**src/rtl/xorn_pkg.sv**
```systemverilog
package xorn_pkg;

  // Strobes from control to datapath
  typedef struct packed {
    logic load;   // capture new result
    logic clear;  // reset result register
  } strobe_t;

endpackage

```
**src/rtl/xorn_input_node.sv**
```systemverilog
module xorn_input_node #(
  parameter int DATA_W = 12,
  parameter int FRAC_W = 10
) (
  input  logic [DATA_W-1:0] sample,
  output logic              isLarge
);

  localparam logic [DATA_W-1:0] HALF = DATA_W'(1) << (FRAC_W - 1);

  logic [DATA_W-1:0] magnitude;

  // Sign bit selects pass-through or two's-complement negation; the
  // result is read as unsigned, so the most negative code cannot wrap.
  always_comb begin
    if (sample[DATA_W-1]) magnitude = ~sample + DATA_W'(1);
    else                  magnitude = sample;
  end

  assign isLarge = (magnitude >= HALF);

  // a negative sample never yields a zero magnitude
  always_comb begin
    a_r4_no_wrap: assert (!sample[DATA_W-1] || magnitude != '0);
  end

endmodule

```
**src/rtl/xorn_datapath.sv**
```systemverilog
module xorn_datapath
  import xorn_pkg::*;
#(
  parameter int DATA_W = 12,
  parameter int FRAC_W = 10,
  parameter int SUM_W  = 3
) (
  input  logic              clk,
  input  strobe_t           stb,
  input  logic [DATA_W-1:0] xA,
  input  logic [DATA_W-1:0] xB,
  output logic              yReg
);

  localparam int NUM_IN = 2;
  localparam logic signed [SUM_W-1:0] THR_OR   = SUM_W'(1);
  localparam logic signed [SUM_W-1:0] THR_NAND = -SUM_W'(1);
  localparam logic signed [SUM_W-1:0] THR_OUT  = SUM_W'(2);

  logic [DATA_W-1:0] samples [NUM_IN];
  logic [NUM_IN-1:0] bits;

  assign samples[0] = xA;
  assign samples[1] = xB;

  for (genvar i = 0; i < NUM_IN; i++) begin : g_in
    xorn_input_node #(
      .DATA_W(DATA_W),
      .FRAC_W(FRAC_W)
    ) u_node (
      .sample (samples[i]),
      .isLarge(bits[i])
    );
  end

  // Widen the bits into signed neuron operands
  logic signed [SUM_W-1:0] wA, wB;
  assign wA = {{(SUM_W-1){1'b0}}, bits[0]};
  assign wB = {{(SUM_W-1){1'b0}}, bits[1]};

  logic signed [SUM_W-1:0] sumOr, sumNand, sumOut;
  logic signed [SUM_W-1:0] hOr, hNand;
  logic hidOr, hidNand, yNext;

  assign sumOr   = wA + wB;
  assign hidOr   = (sumOr >= THR_OR);
  assign sumNand = '0 - wA - wB;
  assign hidNand = (sumNand >= THR_NAND);

  assign hOr    = {{(SUM_W-1){1'b0}}, hidOr};
  assign hNand  = {{(SUM_W-1){1'b0}}, hidNand};
  assign sumOut = hOr + hNand;
  assign yNext  = (sumOut >= THR_OUT);

  always_ff @(posedge clk) begin
    if (stb.clear)     yReg <= 1'b0;
    else if (stb.load) yReg <= yNext;
  end

  // OR-like neuron tracks the input bits
  always_comb begin
    a_r5_or_unit: assert (hidOr == (bits[0] | bits[1]));
  end

  // NAND-like neuron is low only with both bits set
  always_comb begin
    a_r6_nand_unit: assert (hidNand == !(bits[0] & bits[1]));
  end

  // captured result equals exclusive-or of the input bits
  a_r7_capture: assert property (@(posedge clk) disable iff (stb.clear)
    stb.load |=> yReg == $past(bits[0] ^ bits[1]));

  // clear empties the result register
  a_r1_clear_y: assert property (@(posedge clk)
    stb.clear |=> !yReg);

endmodule

```
**src/rtl/xorn_ctrl.sv**
```systemverilog
module xorn_ctrl
  import xorn_pkg::*;
(
  input  logic    clk,
  input  logic    rst,
  input  logic    inValid,
  output strobe_t stb,
  output logic    outValid
);

  always_comb begin
    stb.clear = rst;
    stb.load  = inValid & ~rst;
  end

  always_ff @(posedge clk) begin
    if (rst) outValid <= 1'b0;
    else     outValid <= inValid;
  end

  // reset clears the valid flag
  a_r1_clear_valid: assert property (@(posedge clk)
    rst |=> !outValid);

  // accepted sample produces a valid flag next cycle
  a_r8_valid_follows: assert property (@(posedge clk) disable iff (rst)
    inValid |=> outValid);

  // no sample means no valid flag next cycle
  a_r9_idle_drop: assert property (@(posedge clk) disable iff (rst)
    !inValid |=> !outValid);

endmodule

```
**src/rtl/xorn_classifier.sv**
```systemverilog
module xorn_classifier
  import xorn_pkg::*;
#(
  parameter int DATA_W = 12,
  parameter int FRAC_W = 10,
  parameter int SUM_W  = 3
) (
  input  logic              clk,
  input  logic              rst,
  input  logic              inValid,
  input  logic [DATA_W-1:0] xA,
  input  logic [DATA_W-1:0] xB,
  output logic              outValid,
  output logic              y
);

  strobe_t stb;

  xorn_ctrl u_ctrl (
    .clk     (clk),
    .rst     (rst),
    .inValid (inValid),
    .stb     (stb),
    .outValid(outValid)
  );

  xorn_datapath #(
    .DATA_W(DATA_W),
    .FRAC_W(FRAC_W),
    .SUM_W (SUM_W)
  ) u_dp (
    .clk (clk),
    .stb (stb),
    .xA  (xA),
    .xB  (xB),
    .yReg(y)
  );

  // result holds while no sample is taken
  a_r9_hold_y: assert property (@(posedge clk) disable iff (rst)
    !inValid |=> $stable(y));

endmodule

```
**config.mk**
```make
export PLATFORM = sky130hd
export DESIGN_NAME = xorn_classifier
export DESIGN_NICKNAME = d
export VERILOG_FILES = /design/src/rtl/xorn_pkg.sv /design/src/rtl/xorn_input_node.sv /design/src/rtl/xorn_datapath.sv /design/src/rtl/xorn_ctrl.sv /design/src/rtl/xorn_classifier.sv
export SDC_FILE = /design/constraint.sdc
export NUM_CORES = 1
export LEC_CHECK = 0
export ABC_CLOCK_PERIOD_IN_PS = 1100
export BUFFER_PORTS_ARGS = -buffer_cell sky130_fd_sc_hd__buf_2
export CAP_MARGIN = 20
export CORE_AREA = 4 4 41 43
export DETAILED_ROUTE_END_ITERATION = 10
export DIE_AREA = 0 0 45 47
export GPL_TIMING_DRIVEN = 1
export PLACE_DENSITY = 0.53
export SLEW_MARGIN = 25
export SYNTH_ARGS = -nofsm -noshare
export SYNTH_HDL_FRONTEND = slang
export SYNTH_SLANG_ARGS = --single-unit
```
**constraint.sdc**
```tcl
create_clock -name clk -period 1.1 [get_ports clk]
set_input_delay 0.22 -clock clk [delete_from_list [all_inputs] [get_ports clk]]
set_output_delay 0.22 -clock clk [all_outputs]
set_load 0.02 [all_outputs]
```
* After elaboration in Yosys (flattened, before gate mapping) *
Index checks and enable logic that the tools add are counted.

cells by class
  add/subtract/negate cells = 6
  magnitude comparators = 5
  muxes and demuxes = 2
  bitwise operators = 4

operator list
  operator               count
  $add 12x1->12 const B  2
  $ge 12x10->1 const B   2
  $mux 12                2
  $not 12->12            2
  $add 1x1->2            2
  $ge 3x1->1 const B     1
  $ge 3x2->1 const B     1
  $ge 3x3->1 const B     1
  $sub 3x1->3            1
  $sub 1x1->2 const A    1
  $and 1x1->1            1
  $not 1->1              1

storage, ports and cells
  flip-flop bits (word level) = 2
  bits of input ports = 27
  word-level logic and storage cells = 19

* Longest topological paths before layout *
Gate-level depths: netlist of the first run.

  depth after elaboration = 9
  gate-level depth with buffers = 4
  gate-level depth less buffers = 4

* Cells and area by module *
Synthesis of the first run repeated with hierarchy kept, for this count alone.

unflattened totals
  cells, all modules = 32
  area total of the unflattened synthesis = 257.7 um^2

modules (own cells, without submodules)
  module           instances  cells an instance  area an instance (um^2)
  xorn_input_node  2          12                 86.3
  xorn_datapath    1          4                  45.0
  xorn_ctrl        1          4                  40.0

* Worst setup path before layout of the first run *
No wires, ideal clock.

  kind = input to register
  from = input port xA[11]
  to = register u_dp.yReg
  setup time = 91 ps
  data arrival time = 1,061 ps
  data required time = 1,009 ps
  setup slack = -52 ps
  cell stages on the path = 3
  buffers on the path = 0
  cell sequence = or3_4 -> a211o_1 -> a311oi_1

between the ends
  cells in the longest elaborated chain, start to end = 9
  elaborated cells between the ends (all ways) = 11
  those cells by class = add/sub: 5; order compare: 4; mux: 1; bitwise: 1

ends and longest elaborated chain
  element                 RTL line               source
  start: declaration      xorn_classifier.sv:11  input logic [DATA_W-1:0] xA,
  $not 12->12             xorn_input_node.sv:16  if (sample[DATA_W-1]) magnitude = ~sample + DATA_W'(1);
  $add 12x1->12           xorn_input_node.sv:16
  $mux 12 *               xorn_input_node.sv:16
  $ge 12x10->1 *          xorn_input_node.sv:20  assign isLarge = (magnitude >= HALF);
  $sub 1x1->2             xorn_datapath.sv:47    assign sumNand = '0 - wA - wB;
  $sub 3x1->3             xorn_datapath.sv:47
  $ge 3x1->1              xorn_datapath.sv:48    assign hidNand = (sumNand >= THR_NAND);
  $add 1x1->2 *           xorn_datapath.sv:52    assign sumOut = hOr + hNand;
  $ge 3x3->1 *            xorn_datapath.sv:53    assign yNext = (sumOut >= THR_OUT);
  end signal: assignment  xorn_datapath.sv:57    else if (stb.load) yReg <= yNext;
  end: declaration        xorn_datapath.sv:12    output logic yReg

Every way passes the cells marked *; elsewhere a longest branch is shown, timed or not.
A chain may end at the register's enable or synchronous reset.

* Worst setup path after layout of the first run *
Ends and elaborated chain as after synthesis.

==> flow_metrics.tcl, run 1 <==
set metrics [dict create \
    synth_top_cell_by_area "dfxtp_1" \
    yosys_most_used_dff "dfxtp_1" \
    area_growth_pct 128 \
    critPathArrivalTime_ns 1.15 \
    synth_top_family_by_area "simple AND/OR/NAND/NOR gates" \
    dp_hpwl_um 521 \
    diodes 0 \
    period_minus_slack_ns 1.02 \
    synth-compound-area-share 0.274 \
    rows 13 \
    fin_ws_ns 0.0783 \
    clk_latency_ns 0.22 \
    htreeDepth 1 \
    grt_start_max_net_pins 4 \
    synth_xor_area_frac 0 \
    dieArea_mm2 0.00212 \
    hp-class "in -> reg" \
    met2WireLength_um 270 \
    drcViolationCount 0 \
    dr_total_vias 254 \
    nNetsFinal 79 \
    crit_type "in -> reg" \
    synth_area_um2 146 \
    cp.buffers_inverters 1 \
    port_buffers 28 \
    finalClockSkew_ns 0 \
    synthAdderAreaFrac 0 \
    grt_first_pass_wirelength_um 903 \
    outcome "finished clean" \
    cp-end-kind "flip-flop" \
    synth_edf_count 0 \
    clk_pin_slew_ns 0.03 \
    crit_cells 4 \
    drtIter0Drc 1 \
    slowest_stage "or3_4" \
    via_per_inst 3.91 \
    worst_slew_pin_slew_ns 0.269 \
    die_w_um 45 \
    die_y_um 47 \
    max_stage_delay_ns 0.38 \
    slew_headroom 0.819 \
    synth_top_area_share 0.274 \
    synthArstFlopShare 0 \
    numCtsBuffers 3 \
    tns_ns 0 \
    yosysSeqAreaShare 0.274 \
    setup_viol 0 \
    syn_avg_cell_area_um2 7.70 \
    cts_setup_buffers 0 \
    synth_simple_gate_area_frac 0.453 \
    ys_top_cells_by_area "dfxtp_1 (27%), nor3_1 (10%), nor4_1 (8.5%)" \
    gp_congestion 0.598 \
    hold_buffers 0 \
    synth_mux_area_frac 0 \
    peakVddDrop_mv 0.164 \
    synthesis.nets 46 \
    grt-ovfl-total 0 \
    leakage_nw 0.170 \
    yosysUniqueCellTypes 12 \
    fin_crit_sh 0.929 \
    p_per_area_mw_per_mm2 973 \
    ant_nets 0 \
    drv_cap 0 \
    ff2ff_path_depth 2 \
    wl_per_cell_um 9.03 \
    core_area_mm2 0.00130 \
    syn_inst 19 \
    start_util 0.112 \
    startpoint_type "input pin" \
    wl_met1_um 216 \
    grt_pass1_vias 261 \
    fmax_ghz 0.979 \
    first_pass_iters 2 \
    highest_layer "met3" \
    cp_max_fo 2 \
    synth_common_cells "nor2_1 (3), nor3_1 (3), dfxtp_1 (2), nand3_1 (2), nor4_1 (2)" \
    ioPinCount 29 \
    wl_met3_um 100 \
    cp.required_ns 1.23 \
    antenna_found_initial 0 \
    clock_sinks 2 \
    fill_cells 154 \
    path_delay_family "compound AO/OA/AOI/OAI gates" \
    finalMaxSlewViolations 0 \
    cts_root_buffer "clkbuf_4" \
    yosys_warnings 0 \
    synth.ff_latch_count 2 \
    grt_usage 0.0630 \
    cts_tree "done" \
    routed_wl_um 587 \
    min_path_cells 2 \
    worstPathCellList "buf_2 -> or3_4 -> a211o_1 -> a311oi_1" \
    grt_setup_unrepaired "no" \
    finalHoldViolations 0 \
    place_ws_ns -0.176 \
    drive_gt1_frac 0.680 \
    cts.path.max_buffers 2 \
]
==> cell type report <==
cell class | count | area (um2) | share of cell area
repair buffers | 28 | 140 | 0.419
multi-input cells | 17 | 113 | 0.337
flip-flops and latches | 2 | 40.0 | 0.120
clock buffers | 3 | 22.5 | 0.0674
well taps | 15 | 18.8 | 0.0562
==> worst register-to-register path, cell delays in order (launching register included) <==
cell and delay [ns]:
dfxtp_1 0.32, nor2_1 0.05, a311oi_1 0.22
==> what timing repair did <==
item / CTS / global route
hold endpoints to repair: 0 / 0
resized for setup: 0 / 1
setup endpoints to repair: 0 / 1
==> power by group <==
part / total, mW / leakage, nW / internal (mW) / switching (mW)
combinational: 0.0824 / 0.140 / 0.0491 / 0.0333
sequential: 0.0794 / 0.0166 / 0.0778 / 0.00160
clock: 0.163 / 0.0138 / 0.120 / 0.0426
==> per-stage QoR <==
step                      instance area [um2]  instances   util  power, mW  hold slack (ns)
final                                     334         65  0.257      0.325            0.172
after global routing                      334         65  0.257      0.347            0.187
after CTS                                 328         65  0.252      0.337            0.163
after detailed placement                  305         62  0.235      0.162            0.405
after global placement                    305         62  0.235      0.161            0.408
after floorplan                           146         19      -      0.107            0.292
==> layer usage <==
| layer | vias to the layer above | track usage |
|---|---|---|
| li1 | 142 | - |
| met1 | 94 | 0.0609 |
| met2 | 18 | 0.0960 |
| met3 | 0 | 0.0153 |
| met4 | 0 | 0.0877 |
| met5 | - | 0 |
==> cell families (layout without fill, tap and decap cells) <==
group,after synthesis,after routing
AOI/OAI and AO/OA,5,5
DFF,2,2
buffers and inverters,0,31
and+or+nand+nor,12,12
==> registers in the layout (all words and copies together) (netlist names) <==
name and cells:
u_dp.yReg 1, u_ctrl.outValid 1
==> worst paths after layout <==
path,endpoint,start,slack (ns)
max,u_dp.yReg,xA[11],0.08
min reg2reg,u_dp.yReg,u_dp.yReg,0.49
max reg2reg,u_dp.yReg,u_dp.yReg,0.43
min,u_ctrl.outValid,rst,0.17
==> layout by cell type (no fill, tap or decap) <==
| cell type | instances |
|---|---|
| nor3_1 | 3 |
| nor4_2 | 1 |
| a311oi_1 | 1 |
| nor2_1 | 3 |
| dfxtp_1 | 2 |
| clkbuf_4 | 3 |
| buf_2 | 28 |
| nand3_1 | 2 |
| a31oi_1 | 1 |
| a31o_2 | 1 |
| o211ai_1 | 1 |
| nor2b_1 | 1 |
| nor4_1 | 1 |
| or3_4 | 1 |
| a211o_1 | 1 |
No activity file was read; power rests on OpenSTA's default activity.
==> run 2: changes to the inputs <==
PLACE_DENSITY = 0.63   (was 0.53)
SYNTH_HIERARCHICAL = 1   (was unset)
==> flow_metrics.tcl, run 2 <==
set metrics [dict create \
    p_per_area_mw_per_mm2 707 \
    dr_total_vias 353 \
    hp-start "rst" \
    first_pass_iters 4 \
    nNetsFinal 95 \
    setup_viol 1 \
    drive_gt1_frac 0.719 \
    htreeDepth 1 \
    fin_crit_sh 1.04 \
    multi_input_area_um2 241 \
    leakage_nw 0.254 \
    synth_area_um2 258 \
    finalMaxSlewViolations 0 \
    wl_per_cell_um 9.39 \
    r2r_start "u_dp/yReg" \
    die_w_um 45 \
    whs_ns 0.186 \
    synth_edf_count 0 \
    synthesis.nets 61 \
    start_util 0.198 \
    tns_ns -0.0429 \
    cts_tree "done" \
    area_growth_pct 116 \
    layout_common_cells "buf_2 (24), nor3_1 (4), clkbuf_4 (3), nor2_1 (3)" \
    syn_inst 32 \
    final_core_util 0.428 \
    core_area_mm2 0.00130 \
    yosys_most_used_dff "dfxtp_1" \
    grt_pass1_vias 356 \
    critPathArrivalTime_ns 1.25 \
    clk_latency_ns 0.22 \
    synth_top_cell_by_area "dfxtp_1" \
    rows 13 \
    via_per_inst 4.47 \
    synth.ff_latch_count 2 \
    grt_start_max_net_pins 4 \
    outcome "finished, violations left" \
    cp.required_ns 1.20 \
    fin_ws_ns -0.0429 \
    cp_max_fo 2 \
    hold_buffers 0 \
    period_minus_slack_ns 1.14 \
    ys_top_cells_by_area "dfxtp_1 (16%), ha_1 (9.7%), nor4_2 (9.7%)" \
    syn_avg_cell_area_um2 8.05 \
    ant_nets 0 \
    cts_root_buffer "clkbuf_4" \
    cp-end-kind "flip-flop" \
    crit_type "in -> reg" \
    finalClockSkew_ns 0 \
    slew_headroom 0.827 \
    routed_wl_um 742 \
    grt_first_pass_wirelength_um 1150 \
    hp-class "in -> reg" \
    cts.path.max_buffers 2 \
    yosysSeqAreaShare 0.155 \
    finalHoldViolations 0 \
    dieArea_mm2 0.00212 \
    synth_top_area_share 0.155 \
    die_y_um 47 \
    ioPinCount 29 \
    grt_usage 0.0788 \
    startpoint_type "input pin" \
    numCtsBuffers 3 \
    yosysUniqueCellTypes 15 \
    worst_slew_pin_slew_ns 0.258 \
    layout_commonest_cell "buf_2" \
    drcViolationCount 0 \
    dp_hpwl_um 658 \
    peakVddDrop_mv 0.306 \
    antenna_found_initial 0 \
    fmax_ghz 0.875 \
    cts_setup_buffers 0 \
    register_area_um2 40.0 \
    yosys_warnings 6 \
    drv_cap 0 \
    violations "setup timing" \
    grt_setup_unrepaired "yes" \
    drtIter0Drc 3 \
    synth_common_cells "inv_1 (4), nor3_1 (4), nor2_1 (3)" \
    biggestRegsByFlops "u_ctrl/outValid: 1 flops, u_dp/yReg: 1 flops" \
    synthArstFlopShare 0 \
    port_buffers 28 \
    clock_sinks 2 \
    diodes 0 \
    grt-ovfl-total 0 \
    crit_start "xA[1]" \
    gp_congestion 0.674 \
    fill_cells 137 \
    clk_pin_slew_ns 0.03 \
]
## run 2: cell count changes in the layout (fill, tap and decap cells not counted), sizes merged, moves of 2 or more
cell    delta
and4       +2
buf        +2
ha         +2
inv        +4
nor3       +3
nor4bb     +2
## run 2: stage by stage
stage                     std cells  power, mW  worst slack [ns]  instance area (um2)
after detailed placement         76      0.207            -0.355                  469
after global routing             79      0.438            -0.119                  557
after global placement           76      0.205            -0.356                  469
after floorplan                  32      0.136            -0.110                  303
after CTS                        79      0.395           -0.0215                  526
final                            79      0.394           -0.0429                  557
## run 2: layer usage
layer  GRT usage  wire (um)  vias to the layer above
li1            -          -                      183
met1      0.0655        250                      154
met2       0.138        423                       16
met3      0.0383         68                        0
met4      0.0702          0                        0
met5           0          0                        -
## run 2: cell type report
class | count | area share
Inverter | 4 | 0.0674
Clock buffer | 3 | 0.0404
Multi-Input combinational cell | 25 | 0.434
Sequential cell | 2 | 0.0719
Tap cell | 15 | 0.0337
Timing Repair Buffer | 30 | 0.353
## run 2: cell families (layout without fill, tap and decap cells)
logic type                 count (synthesis)  after routing  synth area share
buffers and inverters                      5             37            0.0874
xor gates and xnor gates                   1              1            0.0340
and+or+nand+nor                           19             19             0.529
AOI/OAI and AO/OA                          3              3            0.0971
DFF                                        2              2             0.155
adders and majority gates                  2              2            0.0971
## run 2: timing repair
item | CTS | global route
endpoints found under the setup margin | 1 | 1
cloned | 0 | 0
gates resized for setup | 9 | 6
pin swaps | 3 | 3
hold endpoints to repair | 0 | 0
## run 2: worst max-delay path, cell delays in order
cell and delay (ns):
buf_12 0.09, inv_12 0.03, ha_4 0.14, nor4bb_2 0.23, and4_1 0.23, nor3_2 0.04, xnor2_1 0.18, a211oi_2 0.08
## run 2: worst paths after layout
kind                to  slack [ns]  cells past startpoint
max          u_dp/yReg       -0.04                      8
min reg2reg  u_dp/yReg        0.52                      2
max reg2reg  u_dp/yReg        0.49                      2
min          u_dp/yReg        0.19                      2
## run 2: where the power goes
group / internal (mW) / switching (mW) / total [mW]
logic: 0.0898 / 0.0626 / 0.152
registers: 0.0776 / 0.00134 / 0.0790
clock network: 0.120 / 0.0417 / 0.162
==> run 3: changes to the inputs <==
RECOVER_POWER = 50   (was unset)
SETUP_SLACK_MARGIN = 0.4   (was unset)
==> flow_metrics.tcl, run 3 (synthesis gave the netlist of run 2 again) <==
set metrics [dict create \
    wl_met3_um 68 \
    peakVddDrop_mv 0.306 \
    violations "setup timing" \
    htreeDepth 1 \
    leakage_nw 0.256 \
    fmax_ghz 0.875 \
    routed_wl_um 738 \
    dieArea_mm2 0.00212 \
    finalClockSkew_ns 0 \
    grt_start_max_net_pins 4 \
    drv_cap 0 \
    grt_first_pass_wirelength_um 1140 \
    drtIter0Drc 3 \
    diodes 0 \
    die_y_um 47 \
    layout_common_cells "buf_2 (22), nor3_1 (4), clkbuf_4 (3), buf_6 (3), nor2_1 (3)" \
    wl_met1_um 245 \
    p_total_uw 400 \
    hp-class "in -> reg" \
    first_pass_iters 4 \
    wl_per_cell_um 9.34 \
    cp-end-kind "flip-flop" \
    numCtsBuffers 3 \
    nNetsFinal 95 \
    period_minus_slack_ns 1.14 \
    whs_ns 0.186 \
    outcome "finished, violations left" \
    cp_max_fo 2 \
    via_per_inst 4.47 \
    dp_hpwl_um 658 \
    finalMaxSlewViolations 0 \
    clock_sinks 2 \
    die_w_um 45 \
    tns_ns -0.0429 \
    cts_root_buffer "clkbuf_4" \
    worst_slew_pin_slew_ns 0.258 \
    port_buffers 28 \
    gp_congestion 0.674 \
    startpoint_type "input pin" \
    ant_nets 0 \
    start_util 0.198 \
    p_per_area_mw_per_mm2 701 \
    final_core_util 0.438 \
    grt_usage 0.0780 \
    finalHoldViolations 0 \
    highest_layer "met3" \
    clk_pin_slew_ns 0.03 \
    crit_type "in -> reg" \
    layout_commonest_cell "buf_2" \
    slew_headroom 0.827 \
    ioPinCount 29 \
    cts.path.max_buffers 2 \
    fin_crit_sh 1.04 \
    cts_tree "done" \
    grt-ovfl-total 0 \
    met2WireLength_um 424 \
    clk_latency_ns 0.22 \
    drive_gt1_frac 0.734 \
    core_area_mm2 0.00130 \
    area_growth_pct 121 \
    setup_viol 1 \
    biggestRegsByFlops "u_ctrl/outValid: 1 flops, u_dp/yReg: 1 flops" \
    critPathArrivalTime_ns 1.25 \
    grt_pass1_vias 356 \
    fin_ws_ns -0.0429 \
    grt_setup_unrepaired "yes" \
    rows 13 \
    drcViolationCount 0 \
    cp.required_ns 1.20 \
    dr_total_vias 353 \
    antenna_found_initial 0 \
]
run 3: cell types whose count changed in the layout (fill, tap and decap cells not counted):
cell / before / now
dfxtp_2: 0 / 1
dfxtp_1: 2 / 1
buf_6: 1 / 3
buf_2: 24 / 22
run 3: report_power, final:
group	total [mW]	internal [mW]	switching (mW)
Clock	0.162	0.120	0.0417
Sequential	0.0804	0.0781	0.00234
Combinational	0.157	0.0949	0.0625
Total	0.400	0.293	0.107
run 3: critical path: stages:
cell and delay [ns]:
buf_12 0.09, inv_12 0.03, ha_4 0.14, nor4bb_2 0.23, and4_1 0.23, nor3_2 0.04
xnor2_1 0.18, a211oi_2 0.08
run 3: routing by layer:
layer | track usage | up-vias
li1 | - | 183
met1 | 0.0632 | 154
met2 | 0.138 | 16
met5 | 0 | -
met4 | 0.0702 | 0
met3 | 0.0383 | 0
run 3: path summary, 6_finish.rpt:
kind	to	start	cells past startpoint	slack, ns
max	u_dp/yReg	xA[1]	8	-0.04
min	u_dp/yReg	rst	2	0.19
max reg2reg	u_dp/yReg	u_dp/yReg	2	0.46
min reg2reg	u_dp/yReg	u_dp/yReg	2	0.53
run 3: what timing repair did:
| action | 4_1_cts | 5_1_grt |
|---|---|---|
| hold buffers | 0 | 0 |
| setup endpoints to repair | 3 | 3 |
| hold endpoints to repair | 0 | 0 |
| pin swaps | 3 | 3 |
| gates resized for setup | 14 | 6 |
| buffers inserted | 0 | 0 |
run 3: layout make-up:
type	instances	area, um2
well taps	15	18.8
multi-input cells	25	241
fillers	136	731
flip-flops and latches	2	41.3
clock buffers	3	22.5
inverters	4	37.5
repair buffers	30	209
run 3: per-stage QoR:
step | setup slack, ns | cell area [um2] | cells
after detailed placement | -0.355 | 469 | 76
after floorplan | -0.110 | 303 | 32
final | -0.0429 | 571 | 79
after global placement | -0.356 | 469 | 76
after global routing | -0.119 | 571 | 79
after CTS | -0.0215 | 539 | 79
